===== src/rtl/irq_nest_pkg.sv =====
package irq_nest_pkg;

   localparam int unsigned MAX_SRC = 32;

   // index of highest set bit, 0 when none is set
   function automatic int unsigned top_bit(input logic [MAX_SRC-1:0] v);
      int unsigned r;
      r = 0;
      for (int unsigned i = 0; i < MAX_SRC; i++) begin
         if (v[i]) r = i;
      end
      return r;
   endfunction

endpackage


===== src/rtl/irq_edge_latch.sv =====
module irq_edge_latch #(
   parameter int unsigned N_SRC     = 4,
   parameter bit          PEND_EDGE = 1'b1
) (
   input  logic             clk,
   input  logic             rst_n,
   input  logic [N_SRC-1:0] req_i,
   input  logic [N_SRC-1:0] clr_i,
   output logic [N_SRC-1:0] pend_o
);

   generate
      for (genvar g = 0; g < N_SRC; g++) begin : g_src
         logic pend_q;
         if (PEND_EDGE) begin : g_edge
            logic req_q;
            always_ff @(posedge clk or negedge rst_n) begin
               if (!rst_n) begin
                  req_q  <= 1'b0;
                  pend_q <= 1'b0;
               end else begin
                  req_q  <= req_i[g];
                  pend_q <= (pend_q & ~clr_i[g]) | (req_i[g] & ~req_q);
               end
            end
         end else begin : g_level
            always_ff @(posedge clk or negedge rst_n) begin
               if (!rst_n) pend_q <= 1'b0;
               else        pend_q <= (pend_q & ~clr_i[g]) | req_i[g];
            end
         end
         assign pend_o[g] = pend_q;
      end
   endgenerate

endmodule


===== src/rtl/irq_prio_pick.sv =====
module irq_prio_pick
   import irq_nest_pkg::*;
#(
   parameter int unsigned N_SRC = 4,
   localparam int unsigned IDX_W = (N_SRC > 1) ? $clog2(N_SRC) : 1
) (
   input  logic [N_SRC-1:0] cand_i,
   input  logic [N_SRC-1:0] insvc_i,
   input  logic             gie_i,
   input  logic             block_i,
   output logic             take_o,
   output logic [IDX_W-1:0] idx_o
);

   logic [IDX_W-1:0] hi_cand;
   logic [IDX_W-1:0] hi_svc;

   always_comb begin
      hi_cand = IDX_W'(top_bit(MAX_SRC'(cand_i)));
      hi_svc  = IDX_W'(top_bit(MAX_SRC'(insvc_i)));
   end

   assign take_o = gie_i & ~block_i & (|cand_i) &
                   (~(|insvc_i) | (hi_cand > hi_svc));
   assign idx_o  = hi_cand;

endmodule


===== src/rtl/irq_svc_track.sv =====
module irq_svc_track
   import irq_nest_pkg::*;
#(
   parameter int unsigned N_SRC = 4,
   localparam int unsigned IDX_W = (N_SRC > 1) ? $clog2(N_SRC) : 1
) (
   input  logic             clk,
   input  logic             rst_n,
   input  logic             set_i,
   input  logic [IDX_W-1:0] set_idx_i,
   input  logic             ret_i,
   output logic [N_SRC-1:0] insvc_o
);

   logic [N_SRC-1:0] svc_q;
   logic [N_SRC-1:0] svc_d;
   logic [IDX_W-1:0] top;

   always_comb begin
      top   = IDX_W'(top_bit(MAX_SRC'(svc_q)));
      svc_d = svc_q;
      if (set_i)                   svc_d[set_idx_i] = 1'b1;
      else if (ret_i && |svc_q)    svc_d[top]       = 1'b0;
   end

   always_ff @(posedge clk or negedge rst_n) begin
      if (!rst_n) svc_q <= '0;
      else        svc_q <= svc_d;
   end

   assign insvc_o = svc_q;

endmodule


===== src/rtl/irq_nest_arb.sv =====
module irq_nest_arb #(
   parameter int unsigned N_SRC      = 4,
   parameter int unsigned VEC_W      = 8,
   parameter int unsigned VEC_BASE   = 32,
   parameter int unsigned VEC_STRIDE = 4,
   parameter bit          PEND_EDGE  = 1'b1,
   localparam int unsigned IDX_W = (N_SRC > 1) ? $clog2(N_SRC) : 1
) (
   input  logic             clk,
   input  logic             rst_n,
   input  logic [N_SRC-1:0] req_i,
   input  logic             gie_i,
   input  logic             en_wr_i,
   input  logic [N_SRC-1:0] en_wdata_i,
   input  logic             ret_i,
   output logic             acc_o,
   output logic             push_o,
   output logic [IDX_W-1:0] src_o,
   output logic [VEC_W-1:0] vec_o,
   output logic [N_SRC-1:0] en_o,
   output logic [N_SRC-1:0] pend_o,
   output logic [N_SRC-1:0] insvc_o
);

   generate
      if (N_SRC < 2 || N_SRC > 32) begin : g_bad_nsrc
         $error("irq_nest_arb: N_SRC must lie in 2..32");
      end
      if (VEC_W < 2 || VEC_W > 32) begin : g_bad_vecw
         $error("irq_nest_arb: VEC_W must lie in 2..32");
      end
      if (VEC_BASE + (N_SRC - 1) * VEC_STRIDE >= (64'd1 << VEC_W)) begin : g_bad_vec
         $error("irq_nest_arb: vector range exceeds VEC_W");
      end
   endgenerate

   logic [N_SRC-1:0] en_q;
   logic [N_SRC-1:0] pend;
   logic [N_SRC-1:0] cand;
   logic [N_SRC-1:0] clr;
   logic             take;
   logic [IDX_W-1:0] idx;
   logic             acc_q;
   logic [IDX_W-1:0] src_q;
   logic [VEC_W-1:0] vec_q;

   always_ff @(posedge clk or negedge rst_n) begin
      if (!rst_n)       en_q <= '0;
      else if (en_wr_i) en_q <= en_wdata_i;
   end

   irq_edge_latch #(.N_SRC(N_SRC), .PEND_EDGE(PEND_EDGE)) u_latch (
      .clk    (clk),
      .rst_n  (rst_n),
      .req_i  (req_i),
      .clr_i  (clr),
      .pend_o (pend)
   );

   assign cand = pend & en_q;

   irq_prio_pick #(.N_SRC(N_SRC)) u_pick (
      .cand_i  (cand),
      .insvc_i (insvc_o),
      .gie_i   (gie_i),
      .block_i (ret_i),
      .take_o  (take),
      .idx_o   (idx)
   );

   always_comb begin
      clr = '0;
      if (take) clr[idx] = 1'b1;
   end

   irq_svc_track #(.N_SRC(N_SRC)) u_svc (
      .clk       (clk),
      .rst_n     (rst_n),
      .set_i     (take),
      .set_idx_i (idx),
      .ret_i     (ret_i),
      .insvc_o   (insvc_o)
   );

   always_ff @(posedge clk or negedge rst_n) begin
      if (!rst_n) begin
         acc_q <= 1'b0;
         src_q <= '0;
         vec_q <= '0;
      end else begin
         acc_q <= take;
         if (take) begin
            src_q <= idx;
            vec_q <= VEC_W'(VEC_BASE + 32'(idx) * VEC_STRIDE);
         end
      end
   end

   assign acc_o  = acc_q;
   assign push_o = acc_q;
   assign src_o  = src_q;
   assign vec_o  = vec_q;
   assign en_o   = en_q;
   assign pend_o = pend;

endmodule


===== config.mk =====
export PLATFORM = sky130hd
export DESIGN_NAME = irq_nest_arb
export DESIGN_NICKNAME = d
export VERILOG_FILES = /design/src/rtl/irq_nest_pkg.sv /design/src/rtl/irq_edge_latch.sv /design/src/rtl/irq_prio_pick.sv /design/src/rtl/irq_svc_track.sv /design/src/rtl/irq_nest_arb.sv
export SDC_FILE = /design/constraint.sdc
export NUM_CORES = 1
export LEC_CHECK = 0
export BUFFER_PORTS_ARGS = -buffer_cell sky130_fd_sc_hd__buf_2
export CORE_MARGIN = 2
export CORE_UTILIZATION = 40
export CTS_CLUSTER_SIZE = 20
export DETAILED_ROUTE_END_ITERATION = 8
export PLACE_DENSITY = 0.73
export SLEW_MARGIN = 40
export SYNTH_ARGS = -nofsm -noshare
export SYNTH_HDL_FRONTEND = slang
export SYNTH_SLANG_ARGS = --single-unit

===== constraint.sdc =====
create_clock -name clk -period 2.7 [get_ports clk]
set_clock_uncertainty 0.2 [all_clocks]
set_input_delay 0.405 -clock clk [delete_from_list [all_inputs] [get_ports clk]]
set_output_delay 0.405 -clock clk [all_outputs]
set_load 0.01 [all_outputs]

==> impl_metrics.yaml, run 1 <==
run_status:
  outcome: "completed"
worst_setup_path:
  crit_fanout: 9
  start_kind: "register"
  cp_data_required_time_ns: 2.70
  end_kind: "register"
  reg2reg_depth: 7
  crit_path_max_incr_delay_ns: 0.49
  r2r-start: "u_latch.g_src[3].pend_q"
  critPathKind: "reg -> reg"
  cp_slowest_cell: "dfrtp_1"
  arrival_ns: 2.29
  crit_chain: "a22oi_4, inv_2, ha_1, nor2b_2, o211ai_4, a32oi_2, or2_1"
  r2r-end: "vec_o[5]"
  reg2reg_slack_ns: 0.41
synth:
  yosys.area_share.adder_pct: 2.38
  synth-compound-area-share_pct: 20.1
  synth_area_sq_um: 1050
  synth-edff-count: 0
  synth_warnings: 0
  ys_seq_area_share_pct: 47.6
  synth_top_family_by_area: "compound AO/OA/AOI/OAI gates"
  synth.top_cell.area_share_pct: 47.6
  synth_ff_type: "dfrtp_1"
  synth_cell_types: 32
  async_flop_share_pct: 100
  synthMuxAreaShare_pct: 5.24
  syn_inst: 92
  synth_xor_area_share_pct: 0
  yosys.area.top_type: "dfrtp_1"
  synth-seq-cells: 20
  synth-simple-area-share_pct: 11.1
  synth_common_cells: "dfrtp_1 (20), buf_4 (12), inv_1 (12)"
  yosysMostFrequentCell: "dfrtp_1"
  avgSynthCellArea_sq_um: 11.4
  yosys-top-cells-area: "dfrtp_1 (48%), buf_4 (8.6%), inv_1 (4.3%)"
power_and_ir_drop:
  power_frac_clock_pct: 14.2
  p_total_mw: 1.22
  p_switching_uw: 509
  swShare_pct: 41.7
  seq_power_share_pct: 39.6
  p_int_uw: 711
  p_comb_share_pct: 46.3
  power_density_nw_per_um2: 1000
  p_leak_nw: 0.611
  ir_drop_uv: 496
floorplanning:
  initial_core_util_pct: 42.4
  core_area_sq_um: 2480
  fp.dieH_microns: 55.3
  io_pins: 37
  die_x_microns: 55.3
  rows: 18
  die_area_sq_um: 3050
worst_hold_path:
  whs_path_depth: 1
  min-delay-path-class: "in -> reg"
  hp-start: "req_i[1]"
  worstHoldEndpoint: "u_latch.g_src[1].g_edge.req_q"
finish:
  drive_above_1_share_pct: 43.3
  layout.cells.non_filler: 150
  num-nets-final: 136
  final_design_area_no_fill_sq_um: 1210
  num_antenna_cells: 0
  utilization_pct: 49.0
  fillCellCount: 233
  seq_area_sq_um: 500
  multi_input_area_sq_um: 427
  area_growth_pct: 15.6
timing:
  hold_slack_ns: 0.0123
  hold_violations: 0
  min_period_ns: 2.29
  rsz0062_at_grt: "false"
  final.setup.tns_ns: 0
  clock.fmax_mhz: 436
  drv_slew: 0
  setup_ws_ns: 0.407
  setup_viol: 0
  post-route-period-util_pct: 84.9
drt:
  wire_per_inst_microns: 13.2
  first_pass_iters: 4
  drcViolationCount: 0
  drt-initial-drc-count: 14
  routed_wl_microns: 1970
  vias: 758
  ant_nets: 0
  avgViaCountPerCell: 5.05
global_routing:
  grt.overflow.total: 0
  first_global_vias: 727
  grt_first_pass_wirelength_microns: 3370
  grt_max_degree: 21
  grt_usage_pct: 14.0
  antenna_found_initial: 0
place:
  pre_cts_slack_ns: 0.453
  dp_cells: 145
  place_hpwl_microns: 1530
  placement.io_buffers: 31
  place_congestion: 0.831
  place_area_sq_um: 1170
clock_network:
  clk_pin_slew_worst_paths_ns: 0.11
  clkLatencyLatePin_ns: 0.30
  clock_sinks: 20
  cts_tree: "built"
  clockBufferDepth: 2
  h-tree-depth: 1
  cts_root_buf: "clkbuf_4"
  cts_buffers: 3
job:
  drv_cap: 0
## how the worst max path moves through the flow
stage / from / to / cells after the start
2_1_floorplan: en_o[3] / vec_o[5] / 7
3_3_place_gp: u_latch.g_src[3].pend_q / vec_o[5] / 7
3_5_place_dp: u_latch.g_src[3].pend_q / vec_o[5] / 7
4_1_cts: u_latch.g_src[3].pend_q / vec_o[5] / 7
5_1_grt: en_o[3] / vec_o[5] / 7
6_report: u_latch.g_src[3].pend_q / vec_o[5] / 7
## cell usage in the layout, fill, tap and decap left out, types with 2 or more instances in the layout
master,synthesis,layout
buf_2,0,31
dfrtp_1,20,20
inv_1,12,12
nand2_1,9,9
o22ai_1,5,5
conb_1,1,5
mux2_2,4,4
clkbuf_4,0,3
nor2_4,2,2
a21oi_1,2,2
a211oi_1,2,2
ha_1,2,2
## registers in the layout, indices dropped and copies added, names as in the netlist
name                        cells
u_svc.insvc_o                   4
src_o                           1
acc_o                           1
u_latch.g_src.pend_q            4
vec_o                           2
u_latch.g_src.g_edge.req_q      4
en_o                            4
## area by class of cell
type                       instances  area share, %
inverter                          13           4.02
timing repair buffer              32           13.6
sequential                        20           41.2
multi-input combinational         51           35.1
tap                               30           3.09
clock buffer                       4           2.99
## logic make-up after synthesis
family | Yosys count
mux | 5
other cells | 1
compound gates | 22
buf+inv | 25
flops | 20
fa+ha+maj | 2
simple gates | 17
## metal layers
| layer | track usage (%) | up-vias | wire length (microns) |
|---|---|---|---|
| met4 | 6.27 | 0 | 40 |
| met2 | 23.1 | 27 | 945 |
| met1 | 17.2 | 363 | 866 |
| met3 | 3.51 | 5 | 120 |
| met5 | 0 | - | 0 |
| li1 | - | 363 | - |
## power groups by stage
| stage | Combinational, mW | Clock (mW) | Sequential, mW |
|---|---|---|---|
| 2_1_floorplan | 0.430 | 0 | 0.500 |
| 3_3_place_gp | 0.545 | 0 | 0.484 |
| 3_5_place_dp | 0.566 | 0 | 0.489 |
| 4_1_cts | 0.572 | 0.177 | 0.484 |
| 5_1_grt | 0.624 | 0.191 | 0.498 |
| 6_report | 0.565 | 0.173 | 0.483 |
## worst max-delay path, delay by kind of cell, from the launching register on
family,cells,cell delay (ns)
AND/OR/NAND/NOR,2,0.40
flip-flops,1,0.49
buffers and inverters,1,0.09
AO/OA/AOI/OAI,3,0.70
adder cells (fa/ha/maj),1,0.31
## what timing repair did
| item | CTS | global route |
|---|---|---|
| buffers inserted | 0 | 0 |
| gates resized for setup | 0 | 0 |
| endpoints found under the hold margin | 20 | 0 |
| hold buffers | 1 | 0 |
Power figures use the tool's default switching activity.
==> run 2, diff against run 1 <==
clock period = 2.35 ns   (was 2.7 ns; I/O delays follow)
==> run 2 against run 1 <==
  * Power rose by 16%
  * Register-to-register slack got worse by 0.24 ns
  * Maximum frequency rose by 5.3%
  * Final cell count rose by 4.0%
  * Sequential share of layout area fell by 1.8 points
  * Sequential cell count did not move
  * Sequential power rose by 12%
  * Final area rose by 4.5%
  * Hold slack improved by 0.063 ns
  * Critical path depth did not move
  * Critical endpoint unchanged
  * Largest cell class unchanged
  * Largest power group unchanged
  * Highest routed layer unchanged
==> impl_metrics.yaml, run 2 (synthesized netlist as in run 1, its figures left out) <==
global_routing:
  grt.overflow.total: 0
  grt_usage_pct: 13.5
  grt.busiest_layer: "met2"
  antenna_found_initial: 0
  grt_max_degree: 21
  grt_first_pass_wirelength_microns: 3390
  grtUsageMet2_pct: 22.3
  first_global_vias: 797
  use_met1_pct: 17.7
  grtUsageMet3_pct: 2.81
finish:
  num_antenna_cells: 0
  seq_area_sq_um: 500
  fillCellCount: 231
  mostFrequentLayoutCells: "buf_2 (31), dfrtp_1 (20), inv_1 (12)"
  multi_input_area_sq_um: 427
  layout_commonest_cell: "buf_2"
  area_growth_pct: 20.8
  drive_above_1_share_pct: 42.9
  num-nets-final: 142
worst_setup_path:
  cp_slowest_cell: "dfrtp_1"
  end_kind: "register"
  crit_fanout: 9
  crit_path_max_incr_delay_ns: 0.45
  arrival_ns: 2.17
  critPathKind: "reg -> reg"
  cp_data_required_time_ns: 2.35
  start_kind: "register"
  crit_chain: "a22oi_4, inv_2, ha_1, nor2b_2, o211ai_4, a32oi_2, or2_1"
worst_hold_path:
  min-delay-path-class: "in -> reg"
clock_network:
  clk_pin_slew_worst_paths_ns: 0.11
  clock_sinks: 20
  h-tree-depth: 1
  clkLatencyLatePin_ns: 0.30
  cts_resized: 0
  cts_root_buf: "clkbuf_4"
  clockBufferDepth: 2
  cts_buffers: 3
  cts_tree: "built"
drt:
  drt-initial-drc-count: 17
  routed_wl_microns: 1920
  wire_per_inst_microns: 12.3
  vias: 775
  first_pass_iters: 4
  ant_nets: 0
  avgViaCountPerCell: 4.97
  drcViolationCount: 0
power_and_ir_drop:
  p_switching_uw: 580
  power_frac_clock_pct: 13.9
  ir_drop_uv: 671
  power_density_nw_per_um2: 1110
  p_int_uw: 833
  seq_power_share_pct: 38.3
  p_leak_nw: 0.637
  p_total_mw: 1.41
  swShare_pct: 41.0
  p_comb_share_pct: 47.8
timing:
  final.setup.tns_ns: 0
  min_period_ns: 2.18
  hold_violations: 0
  post-route-period-util_pct: 92.7
  clock.fmax_mhz: 459
  drv_slew: 0
  rsz0062_at_grt: "false"
  setup_viol: 0
place:
  placement.io_buffers: 31
  place_hpwl_microns: 1490
  place_congestion: 0.874
run_status:
  outcome: "completed"
floorplanning:
  rows: 18
  die_x_microns: 55.3
  die_area_sq_um: 3050
  initial_core_util_pct: 42.4
  fp.dieH_microns: 55.3
  core_area_sq_um: 2480
  io_pins: 37
job:
  drv_cap: 0
[run 2: power by group through the flow]
stage | clock (mW) | combinational, mW | sequential (mW)
after floorplan | 0 | 0.495 | 0.574
after global placement | 0 | 0.654 | 0.544
after detailed placement | 0 | 0.670 | 0.551
after CTS | 0.203 | 0.682 | 0.544
after global routing | 0.218 | 0.750 | 0.558
final | 0.196 | 0.675 | 0.542
[run 2: worst paths after layout]
kind                                               start                            end  slack, ns  cells past startpoint
max                                              en_o[2]                       vec_o[5]       0.17                      7
min                                        en_wdata_i[1]                        en_o[1]       0.08                      2
max reg2reg                                      en_o[2]                       vec_o[5]       0.17                      7
min reg2reg                u_latch.g_src[1].g_edge.req_q        u_latch.g_src[1].pend_q       0.24                      1
max in group asynchronous                          rst_n               u_svc.insvc_o[0]       1.34                      2
min in group asynchronous                          rst_n  u_latch.g_src[2].g_edge.req_q       0.31                      2
[run 2: cell type report]
cell class              count  area share, %
clock buffers               4           2.86
repair buffers             38           17.3
inverters                  13           3.84
multi-input cells          51           33.6
flip-flops and latches     20           39.4
well taps                  30           2.96
[run 2: per-stage QoR]
| stage | cell area (sq um) | instances | hold WS (ns) | setup slack, ns | util, % |
|---|---|---|---|---|---|
| 2_1_floorplan | 1070 | 96 | -0.143 | 0.228 | - |
| 3_3_place_gp | 1180 | 147 | 0.113 | 0.240 | 47.8 |
| 3_5_place_dp | 1180 | 147 | 0.117 | 0.188 | 47.8 |
| 4_1_cts | 1270 | 156 | 0.0733 | 0.166 | 51.3 |
| 5_1_grt | 1270 | 156 | 0.0639 | 0.0495 | 51.3 |
| 6_report | 1270 | 156 | 0.0756 | 0.171 | 51.3 |
[run 2: what timing repair did]
item | 4_1_cts | 5_1_grt
hold buffers | 5 | 0
endpoints found under the hold margin | 24 | 0
setup buffers | 0 | 0
[run 2: metal layers]
metal | vias to the layer above | wire length [microns]
met3 | 2 | 109
met5 | - | 0
met2 | 28 | 966
met1 | 374 | 821
li1 | 371 | -
met4 | 0 | 22
[run 2: critical path: cells and delay by family (launching register included)]
kind                     cells  cell delay (ns)
AO/OA/AOI/OAI                3             0.64
flip-flops                   1             0.45
buffers and inverters        1             0.09
adder cells (fa/ha/maj)      1             0.30
AND/OR/NAND/NOR              2             0.40
==> run 3, diff against run 2 <==
CORE_MARGIN = 1   (was 2)
SETUP_SLACK_MARGIN = 0.4   (was unset)
==> run 3 against run 2 <==
  * Clock-buffer cell count fell by 1
  * Power rose by 23%
  * Hold slack improved by 0.0060 ns
  * Setup slack improved by 0.14 ns
  * Clock power rose by 40%
  * Register-to-register slack improved by 0.14 ns
  * Critical endpoint is now u_latch.g_src[3].pend_q
  * Highest routed layer unchanged
==> impl_metrics.yaml, run 3 (synthesized netlist as in run 1, its figures left out) <==
timing:
  setup_viol: 0
  min_period_ns: 2.04
  final.setup.tns_ns: 0
  hold_violations: 0
  drv_slew: 0
  clock.fmax_mhz: 491
  setup_ws_ns: 0.312
  rsz0062_at_grt: "true"
  post-route-period-util_pct: 86.7
drt:
  first_pass_iters: 4
  avgViaCountPerCell: 5.01
  drt-initial-drc-count: 25
  drcViolationCount: 0
  routed_wl_microns: 2190
  vias: 837
  wire_per_inst_microns: 13.1
  ant_nets: 0
global_routing:
  antenna_found_initial: 0
  grt.overflow.total: 0
  grtUsageMet2_pct: 31.5
  first_global_vias: 803
  use_met1_pct: 22.9
  grtUsageMet3_pct: 1.72
  grt_max_degree: 21
  grt_usage_pct: 18.0
  grt_first_pass_wirelength_microns: 3640
  grt.busiest_layer: "met2"
floorplanning:
  io_pins: 37
  die_area_sq_um: 2840
  die_x_microns: 53.3
  core_area_sq_um: 2480
  initial_core_util_pct: 42.4
  fp.dieH_microns: 53.3
  rows: 18
worst_setup_path:
  start_kind: "register"
  critPathKind: "reg -> reg"
  crit_fanout: 5
  r2r-start: "en_o[3]"
  r2r-end: "u_latch.g_src[3].pend_q"
  reg2reg_slack_ns: 0.31
  arrival_ns: 2.02
  end_kind: "register"
  cp_data_required_time_ns: 2.33
  reg2reg_depth: 8
clock_network:
  clock_sinks: 20
  cts_tree: "built"
  clockBufferDepth: 2
  clkLatencyLatePin_ns: 0.29
  cts_root_buf: "clkbuf_4"
  h-tree-depth: 1
  cts_buffers: 3
  clk_pin_slew_worst_paths_ns: 0.11
finish:
  layout_commonest_cell: "buf_2"
  fillCellCount: 214
  mostFrequentLayoutCells: "buf_2 (31), dfrtp_1 (16), inv_1 (12)"
  drive_above_1_share_pct: 54.7
  num-nets-final: 153
  num_antenna_cells: 0
  area_growth_pct: 35.5
place:
  pre_cts_slack_ns: 0.182
  place_congestion: 0.799
  placement.io_buffers: 31
  place_hpwl_microns: 1440
worst_hold_path:
  hp-start: "en_wdata_i[0]"
  min-delay-path-class: "in -> reg"
  whs_path_depth: 2
  worstHoldEndpoint: "en_o[0]"
power_and_ir_drop:
  power_density_nw_per_um2: 1220
  p_leak_nw: 0.702
  ir_drop_uv: 669
job:
  drv_cap: 0
run_status:
  outcome: "completed"
[run 3: changes by cell type in the layout (fill, tap and decap cells not counted), sizes merged]
cell	previous run	this run
buf	33	43
bufinv	0	1
clkbuf	4	3
o211ai	1	2
[run 3: report_power, final]
| part | total, mW | switching [mW] | internal (mW) | leakage (nW) |
|---|---|---|---|---|
| Sequential | 0.552 | 0.113 | 0.439 | 0.227 |
| Combinational | 0.905 | 0.457 | 0.448 | 0.447 |
| Clock | 0.275 | 0.103 | 0.172 | 0.0279 |
| Total | 1.73 | 0.672 | 1.06 | 0.702 |
[run 3: how the worst max path moves through the flow]
stage | from | endpoint | slack, ns | depth (start not counted)
floorplan | en_o[3] | vec_o[5] | 0.32 | 7
global placement | u_latch.g_src[3].pend_q | vec_o[5] | 0.23 | 7
detailed placement | en_o[3] | vec_o[5] | 0.18 | 7
CTS | u_latch.g_src[3].pend_q | src_o[0] | 0.27 | 7
global route | en_o[3] | src_o[0] | 0.25 | 7
finish | en_o[3] | u_latch.g_src[3].pend_q | 0.31 | 8
[run 3: metal layers]
layer	vias to the layer above	share of wire [%]	routed length [microns]
met2	39	50	1100
li1	395	-	-
met3	2	4.9	108
met4	0	0.55	12
met5	-	0	0
met1	401	44	968
[run 3: critical path, cell delays in order, from the launching register on]
cell,delay (ns)
dfrtp_2,0.45
buf_4,0.15
a32oi_2,0.20
ha_1,0.28
nand2_2,0.11
o211ai_4,0.12
buf_4,0.16
a21boi_1,0.16
o22ai_1,0.11
[run 3: cell type report]
type / instances / area (sq um) / share of cell area [%]
clock inverter: 1 / 30.0 / 2.11
clock buffer: 3 / 22.5 / 1.58
inverter: 13 / 48.8 / 3.43
sequential: 20 / 505 / 35.5
tap: 30 / 37.5 / 2.64
multi-input combinational: 52 / 480 / 33.7
timing repair buffer: 48 / 299 / 21.0
[run 3: what timing repair did]
action	CTS	global route
cloned	1	0
buffers inserted	6	6
setup endpoints to repair	12	12
pin swaps	5	5
endpoints found under the hold margin	24	0
gates resized for setup	7	3
hold buffers	5	0
[run 3: metrics by stage]
stage | utilization (%) | power, mW | instances | instance area (sq um) | hold slack (ns)
CTS | 55.4 | 1.64 | 161 | 1370 | 0.0734
finish | 57.5 | 1.73 | 167 | 1420 | 0.0815
global placement | 47.9 | 1.23 | 145 | 1190 | 0.108
global route | 57.5 | 1.84 | 167 | 1420 | 0.0769
floorplan | - | 1.11 | 96 | 1080 | -0.143
detailed placement | 47.9 | 1.25 | 145 | 1190 | 0.119
